## config.mk

```make
export PLATFORM = sky130hd
export DESIGN_NAME = serial_rx_flags
export DESIGN_NICKNAME = d
export VERILOG_FILES = /design/src/rtl/uart_rx_pkg.sv /design/src/rtl/rx_sync.sv /design/src/rtl/rx_frame.sv /design/src/rtl/rx_flags.sv /design/src/rtl/serial_rx_flags.sv
export SDC_FILE = /design/constraint.sdc
export NUM_CORES = 1
export LEC_CHECK = 0
export ABC_CLOCK_PERIOD_IN_PS = 3200
export BUFFER_PORTS_ARGS = -buffer_cell sky130_fd_sc_hd__buf_2
export CAP_MARGIN = 10
export CELL_PAD_IN_SITES_DETAIL_PLACEMENT = 1
export CELL_PAD_IN_SITES_GLOBAL_PLACEMENT = 1
export CORE_ASPECT_RATIO = 2
export CORE_MARGIN = 4
export CORE_UTILIZATION = 49
export CTS_CLUSTER_SIZE = 25
export DETAILED_ROUTE_END_ITERATION = 16
export GPL_TIMING_DRIVEN = 0
export PLACE_DENSITY = 0.86
export SLEW_MARGIN = 20
export SYNTH_ARGS = -nofsm -noshare
export SYNTH_HDL_FRONTEND = slang
export SYNTH_HIERARCHICAL = 1
export SYNTH_SLANG_ARGS = --single-unit
```

## constraint.sdc

```tcl
create_clock -name clk -period 3.2 [get_ports clk]
set_input_delay 0.64 -clock clk [delete_from_list [all_inputs] [get_ports clk]]
set_output_delay 0.64 -clock clk [all_outputs]
set_load 0.05 [all_outputs]
```

## src/rtl/uart_rx_pkg.sv

```systemverilog
package uart_rx_pkg;

    localparam int BYTE_W = 8;

    typedef enum logic [2:0] {
        RX_IDLE,
        RX_START,
        RX_DATA,
        RX_PAR,
        RX_STOP,
        RX_TAIL
    } rx_state_e;

    typedef struct packed {
        logic [1:0] len;
        logic       par_off;
        logic       par_even;
    } rx_cfg_t;

    typedef struct packed {
        logic [BYTE_W-1:0] data;
        logic              par_bad;
        logic              stop_bad;
    } rx_char_t;

    localparam rx_cfg_t CFG_RESET = '{len: 2'b11, par_off: 1'b1, par_even: 1'b0};

    function automatic logic [3:0] data_bits(input logic [1:0] len);
        return 4'd5 + {2'b00, len};
    endfunction

    function automatic logic [BYTE_W-1:0] len_mask(input logic [1:0] len);
        return 8'hFF >> (2'd3 - len);
    endfunction

endpackage

```

## src/rtl/rx_sync.sv

```systemverilog
module rx_sync #(
    parameter int STAGES = 2
) (
    input  logic clk,
    input  logic rst,
    input  logic d_in,
    output logic d_out
);
    logic [STAGES-1:0] chain;

    generate
        for (genvar i = 0; i < STAGES; i++) begin : g_stage
            if (i == 0) begin : g_first
                always_ff @(posedge clk) begin
                    if (rst) chain[0] <= 1'b1;
                    else     chain[0] <= d_in;
                end
            end else begin : g_next
                always_ff @(posedge clk) begin
                    if (rst) chain[i] <= 1'b1;
                    else     chain[i] <= chain[i-1];
                end
            end
        end
    endgenerate

    assign d_out = chain[STAGES-1];

endmodule

```

## src/rtl/rx_frame.sv

```systemverilog
module rx_frame
    import uart_rx_pkg::*;
#(
    parameter int OVS = 16
) (
    input  logic     clk,
    input  logic     rst,
    input  logic     tick,
    input  logic     rx_s,
    input  rx_cfg_t  cfg,
    output logic     xfer,
    output rx_char_t chr
);
    localparam int CW   = $clog2(OVS);
    localparam int HALF = OVS / 2;

    rx_state_e          state;
    logic [CW-1:0]      cnt;
    logic [2:0]         idx;
    logic [BYTE_W-1:0]  shreg;
    logic               pbit;
    logic               last_bit;
    logic               mid_start;
    logic               mid_bit;

    assign last_bit  = ({1'b0, idx} == data_bits(cfg.len) - 4'd1);
    assign mid_start = (cnt == CW'(HALF - 1));
    assign mid_bit   = (cnt == CW'(OVS - 1));

    always_ff @(posedge clk) begin
        if (rst) begin
            state <= RX_IDLE;
            cnt   <= '0;
            idx   <= '0;
            shreg <= '0;
            pbit  <= 1'b0;
            xfer  <= 1'b0;
            chr   <= '0;
        end else begin
            xfer <= 1'b0;
            if (tick) begin
                unique case (state)
                    RX_IDLE: begin
                        cnt <= '0;
                        if (!rx_s) state <= RX_START;
                    end
                    RX_START: begin
                        if (mid_start) begin
                            cnt <= '0;
                            if (!rx_s) begin
                                state <= RX_DATA;
                                shreg <= '0;
                                idx   <= '0;
                            end else begin
                                state <= RX_IDLE;
                            end
                        end else begin
                            cnt <= cnt + 1'b1;
                        end
                    end
                    RX_DATA: begin
                        if (mid_bit) begin
                            cnt        <= '0;
                            shreg[idx] <= rx_s;
                            if (last_bit) state <= cfg.par_off ? RX_STOP : RX_PAR;
                            else          idx   <= idx + 1'b1;
                        end else begin
                            cnt <= cnt + 1'b1;
                        end
                    end
                    RX_PAR: begin
                        if (mid_bit) begin
                            cnt   <= '0;
                            pbit  <= rx_s;
                            state <= RX_STOP;
                        end else begin
                            cnt <= cnt + 1'b1;
                        end
                    end
                    RX_STOP: begin
                        if (mid_bit) begin
                            cnt          <= '0;
                            xfer         <= 1'b1;
                            chr.data     <= shreg;
                            chr.stop_bad <= !rx_s;
                            chr.par_bad  <= !cfg.par_off &&
                                            ((^shreg ^ pbit) != !cfg.par_even);
                            state        <= RX_TAIL;
                        end else begin
                            cnt <= cnt + 1'b1;
                        end
                    end
                    RX_TAIL: begin
                        state <= RX_IDLE;
                    end
                    default: state <= RX_IDLE;
                endcase
            end
        end
    end

    assert_no_tick_hold_R10: assert property (@(posedge clk) disable iff (rst)
        !tick |=> $stable(state) && !xfer);

    assert_upper_zero_R3: assert property (@(posedge clk) disable iff (rst)
        xfer |-> ((chr.data & ~len_mask(cfg.len)) == '0));

    assert_resume_search_R9: assert property (@(posedge clk) disable iff (rst)
        xfer |-> state == RX_TAIL);

    assert_cnt_range_R2: assert property (@(posedge clk) disable iff (rst)
        state == RX_START |-> cnt < CW'(HALF));

endmodule

```

## src/rtl/rx_flags.sv

```systemverilog
module rx_flags
    import uart_rx_pkg::*;
(
    input  logic              clk,
    input  logic              rst,
    input  logic              xfer,
    input  rx_char_t          chr,
    input  logic              dr_clr_n,
    input  logic              par_off,
    output logic [BYTE_W-1:0] rx_data,
    output logic              data_rdy,
    output logic              err_parity,
    output logic              err_frame,
    output logic              err_overrun
);
    logic par_flag;

    always_ff @(posedge clk) begin
        if (rst) begin
            rx_data     <= '0;
            data_rdy    <= 1'b0;
            par_flag    <= 1'b0;
            err_frame   <= 1'b0;
            err_overrun <= 1'b0;
        end else if (xfer) begin
            rx_data     <= chr.data;
            data_rdy    <= 1'b1;
            err_overrun <= data_rdy;
            par_flag    <= chr.par_bad;
            err_frame   <= chr.stop_bad;
        end else if (!dr_clr_n) begin
            data_rdy <= 1'b0;
        end
    end

    assign err_parity = par_flag & ~par_off;

    assert_rdy_on_write_R6: assert property (@(posedge clk) disable iff (rst)
        !$past(data_rdy) && data_rdy |-> $past(xfer));

    assert_rdy_clear_R6: assert property (@(posedge clk) disable iff (rst)
        !dr_clr_n && !xfer |=> !data_rdy);

    assert_overrun_rule_R7: assert property (@(posedge clk) disable iff (rst)
        xfer |=> err_overrun == $past(data_rdy));

    assert_frame_sticky_R5: assert property (@(posedge clk) disable iff (rst)
        !xfer |=> $stable(err_frame) && $stable(rx_data));

endmodule

```

## src/rtl/serial_rx_flags.sv

```systemverilog
module serial_rx_flags
    import uart_rx_pkg::*;
#(
    parameter int OVS         = 16,
    parameter int SYNC_STAGES = 2
) (
    input  logic       clk,
    input  logic       rst,
    input  logic       tick16,
    input  logic       rx_in,
    input  logic       cfg_load,
    input  logic [1:0] cfg_len,
    input  logic       cfg_par_off,
    input  logic       cfg_par_even,
    input  logic       dr_clr_n,
    output logic [7:0] rx_data,
    output logic       data_rdy,
    output logic       err_parity,
    output logic       err_frame,
    output logic       err_overrun
);
    rx_cfg_t  cfg_q;
    logic     rx_s;
    logic     xfer;
    rx_char_t chr;

    always_ff @(posedge clk) begin
        if (rst)           cfg_q <= CFG_RESET;
        else if (cfg_load) cfg_q <= '{len: cfg_len, par_off: cfg_par_off, par_even: cfg_par_even};
    end

    rx_sync #(.STAGES(SYNC_STAGES)) u_sync (
        .clk   (clk),
        .rst   (rst),
        .d_in  (rx_in),
        .d_out (rx_s)
    );

    rx_frame #(.OVS(OVS)) u_frame (
        .clk  (clk),
        .rst  (rst),
        .tick (tick16),
        .rx_s (rx_s),
        .cfg  (cfg_q),
        .xfer (xfer),
        .chr  (chr)
    );

    rx_flags u_flags (
        .clk         (clk),
        .rst         (rst),
        .xfer        (xfer),
        .chr         (chr),
        .dr_clr_n    (dr_clr_n),
        .par_off     (cfg_q.par_off),
        .rx_data     (rx_data),
        .data_rdy    (data_rdy),
        .err_parity  (err_parity),
        .err_frame   (err_frame),
        .err_overrun (err_overrun)
    );

    assert_sync_idle_R11: assert property (@(posedge clk) disable iff (rst)
        $past(rst) |-> rx_s);

    assert_par_off_low_R4: assert property (@(posedge clk) disable iff (rst)
        xfer && cfg_q.par_off |=> !err_parity);

endmodule

```

==> results.sh <==
export IMPL_drv_cap=0
export IMPL_place_area_um2=2566
export IMPL_num_vias=2031
export IMPL_multiInputGateArea_um2=1296
export IMPL_path_cells="ha_1 -> nor4bb_1 -> o21ai_1 -> a2111o_1 -> o221a_1"
export IMPL_critPathCaptureType="flop"
export IMPL_muxShareOfSynthArea=0.1086
export IMPL_cp_required_ps=3390
export IMPL_track_usage=0.2241
export IMPL_die_w_um=57.46
export IMPL_post_drt_wl_per_cell_um=18.57
export IMPL_syn_inst=255
export IMPL_seqCellArea_um2=960.9
export IMPL_vdd_drop_max_v=0.0002826
export IMPL_rsz0062_at_grt="no"
export IMPL_critical_path_max_fanout=5
export IMPL_grt_overflow_total=0
export IMPL_cts_root_buf="clkbuf_8"
export IMPL_remaining_drc_errors=0
export IMPL_timing_fmax_ghz=0.5141
export IMPL_fin_worst_skew_ps=7.214
export IMPL_leakage_nw=1.037
export IMPL_postLayoutCellArea_um2=2664
export IMPL_yosys_area_share_adder=0.01044
export IMPL_clkSlewWorstSetupHoldPaths_ps=90
export IMPL_fp_dieH_um=106.9
export IMPL_synth_seq_cells=48
export IMPL_std_cell_rows=35
export IMPL_dpl_hpwl_um=5036
export IMPL_layout_common_cells="dfxtp_1, nor2_1, mux2i_1, buf_2, inv_1"
export IMPL_antenna_found_initial=0
export IMPL_critPathKind="reg2reg"
export IMPL_slew_viol_final=0
export IMPL_antenna_cells=0
export IMPL_cts_sinks=48
export IMPL_nets=294
export IMPL_dr_pass1_iters=4
export IMPL_ctsLongestPathBuffers=2
export IMPL_finalWirelength_um=6278
export IMPL_die_area_um2=6144
export IMPL_layout_commonest_cell="dfxtp_1"
export IMPL_core_area_um2=4686
export IMPL_synth_top_cell_by_area="dfxtp_1"
export IMPL_place_congestion=0.8731
export IMPL_worst_path_largest_cell_delay_ps=510
export IMPL_port_buffers=20
export IMPL_cts_tree="yes"
export IMPL_synth_top_family_by_area="simple AND/OR/NAND/NOR gates"
export IMPL_ys_warn_count=6
export IMPL_postRouteAntennaNets=0
export IMPL_synth_main_ff_cell="dfxtp_1"
export IMPL_fin_ws_ps=1255
export IMPL_cp_data_arrival_time_ps=2140
export IMPL_crit_path_start_kind="flop"
export IMPL_setup_viol=0
export IMPL_cts_made_buffers=5
export IMPL_io_pins=22
export IMPL_hold_slack_ps=433.6
export IMPL_async_flop_share=0
export IMPL_finalSetupTns_ps=0
export IMPL_synthesis_area_um2=2397
export IMPL_tightest_slew_ps=594.7
export IMPL_clk_latency_ps=300
export IMPL_synth_fp_nets=267
export IMPL_slew_headroom=0.6036
export IMPL_cp_slowest_cell="a2111o_1"
export IMPL_yosysUniqueCellTypes=53
export IMPL_hold_viol=0
export IMPL_pre_cts_slack_ps=1067
export IMPL_syn_avg_cell_area_um2=9.401
export IMPL_period_share=0.6078
export IMPL_avgViaCountPerCell=6.009
export IMPL_synthXorXnorAreaFrac=0.04593
export IMPL_yosysSeqAreaShare=0.4008
export IMPL_start_util=0.5116
export IMPL_grt_pass1_wl_um=10870
export IMPL_cts_hold_buffers=0
export IMPL_period_minus_slack_ps=1945
export IMPL_finish_utilization=0.5685
export IMPL_cts_repair_timing_setup_buffer_count=0
export IMPL_drive_gt1_frac=0.1661
export IMPL_areaGrowthSynthToFinish_pct=11.12
export IMPL_fillers=566
export IMPL_synth_simple_area_share=0.2041
export IMPL_hp_class="reg2reg"
export IMPL_cts_htree_levels=2
export IMPL_drt_initial_drc_count=53
export IMPL_synthTopCellsByArea="dfxtp_1, mux2i_1, nor2_1, o32ai_1, xnor2_1"
export IMPL_synth_compound_area_frac=0.1717
export IMPL_status="finished clean"
export IMPL_netlist_area_leader_share=0.4008
export IMPL_synth_edf_count=0
export IMPL_grt_max_degree=16
export IMPL_cts_resized=0
export IMPL_cellPowerDensity_nw_per_um2=400.3
export IMPL_grt_pass1_vias=2259
cells by family (layout without fill, tap and decap cells):
kind of cell / after synthesis / count (layout)
simple gates: 89 / 89
flops: 48 / 48
mux: 26 / 26
xor+xnor: 11 / 11
fa+ha+maj: 2 / 2
compound gates: 49 / 49
buf+inv: 30 / 58
path summary, 6_finish.rpt:
path / startpoint / endpoint / slack [ps] / depth (start not counted)
worst max register to register: u_frame/cnt[0] / u_frame/state[0] / 1260 / 5
worst max-delay path: u_frame/cnt[0] / u_frame/state[0] / 1260 / 5
worst min-delay path: u_sync/chain[0] / u_sync/d_out / 430 / 1
worst min register to register: u_sync/chain[0] / u_sync/d_out / 430 / 1
critical path: cells and delay by family (launching register included):
kind,cells,cell delay (ps)
AO/OA/AOI/OAI,3,920
flip-flops,1,380
AND/OR/NAND/NOR,1,290
adder cells (fa/ha/maj),1,240
power by group:
part           internal (W)  switching, W  total [W]
sequential         0.000603    0.00000761   0.000610
combinational     0.0000293     0.0000483  0.0000776
clock              0.000175      0.000203   0.000378
per-layer routing:
layer,share of wire,global-route usage,vias to the layer above
li1,-,-,986
met4,0.029,0.1012,0
met1,0.34,0.2097,998
met5,0,0,-
met2,0.61,0.4490,35
met3,0.023,0.03012,12
area by class of cell:
cell class	instances	area share
clock buffers	6	0.03100
well taps	55	0.02583
multi-input cells	177	0.4866
clock inverters	2	0.005636
inverters	13	0.01832
plain buffers	17	0.03429
repair buffers	20	0.03758
flip-flops and latches	48	0.3607
cell usage after synthesis, types with 2 or more instances:
cell type and instances:
inv_1 13, nor3_1 2, buf_4 4, o32ai_1 10, o211ai_1 2, nor2b_1 5
nand3_1 4, a221oi_2 2, nor2_1 32, xnor2_1 8, clkbuf_1 8, nand2_1 11
nand4_1 4, a2111o_1 2, a211oi_1 2, o21a_1 2, dfxtp_1 48, o21ai_0 4
mux2i_1 26, nor4b_1 3, o21ai_1 2, buf_2 4, ha_1 2, nand2b_1 5
a21oi_1 6, a31oi_1 4, or2_1 2, and2_1 2, nand4b_1 3, nor4_1 6
xor2_1 2, a21o_1 2, a211o_1 3
flip-flops by register name (all words and copies together), names as in the netlist, 3 cells and up:
name	count
u_frame/chr	10
u_flags/rx_data	8
u_frame/shreg	8
cfg_q	4
u_frame/cnt	4
u_frame/idx	3
u_frame/state	3
stage by stage:
step / total power, W / std cells
2_1_floorplan: 0.0006753 / 255
3_3_place_gp: 0.0006988 / 330
3_5_place_dp: 0.0007013 / 330
4_1_cts: 0.001081 / 338
5_1_grt: 0.001110 / 338
6_report: 0.001066 / 338
No activity file was read; power rests on OpenSTA's default activity.
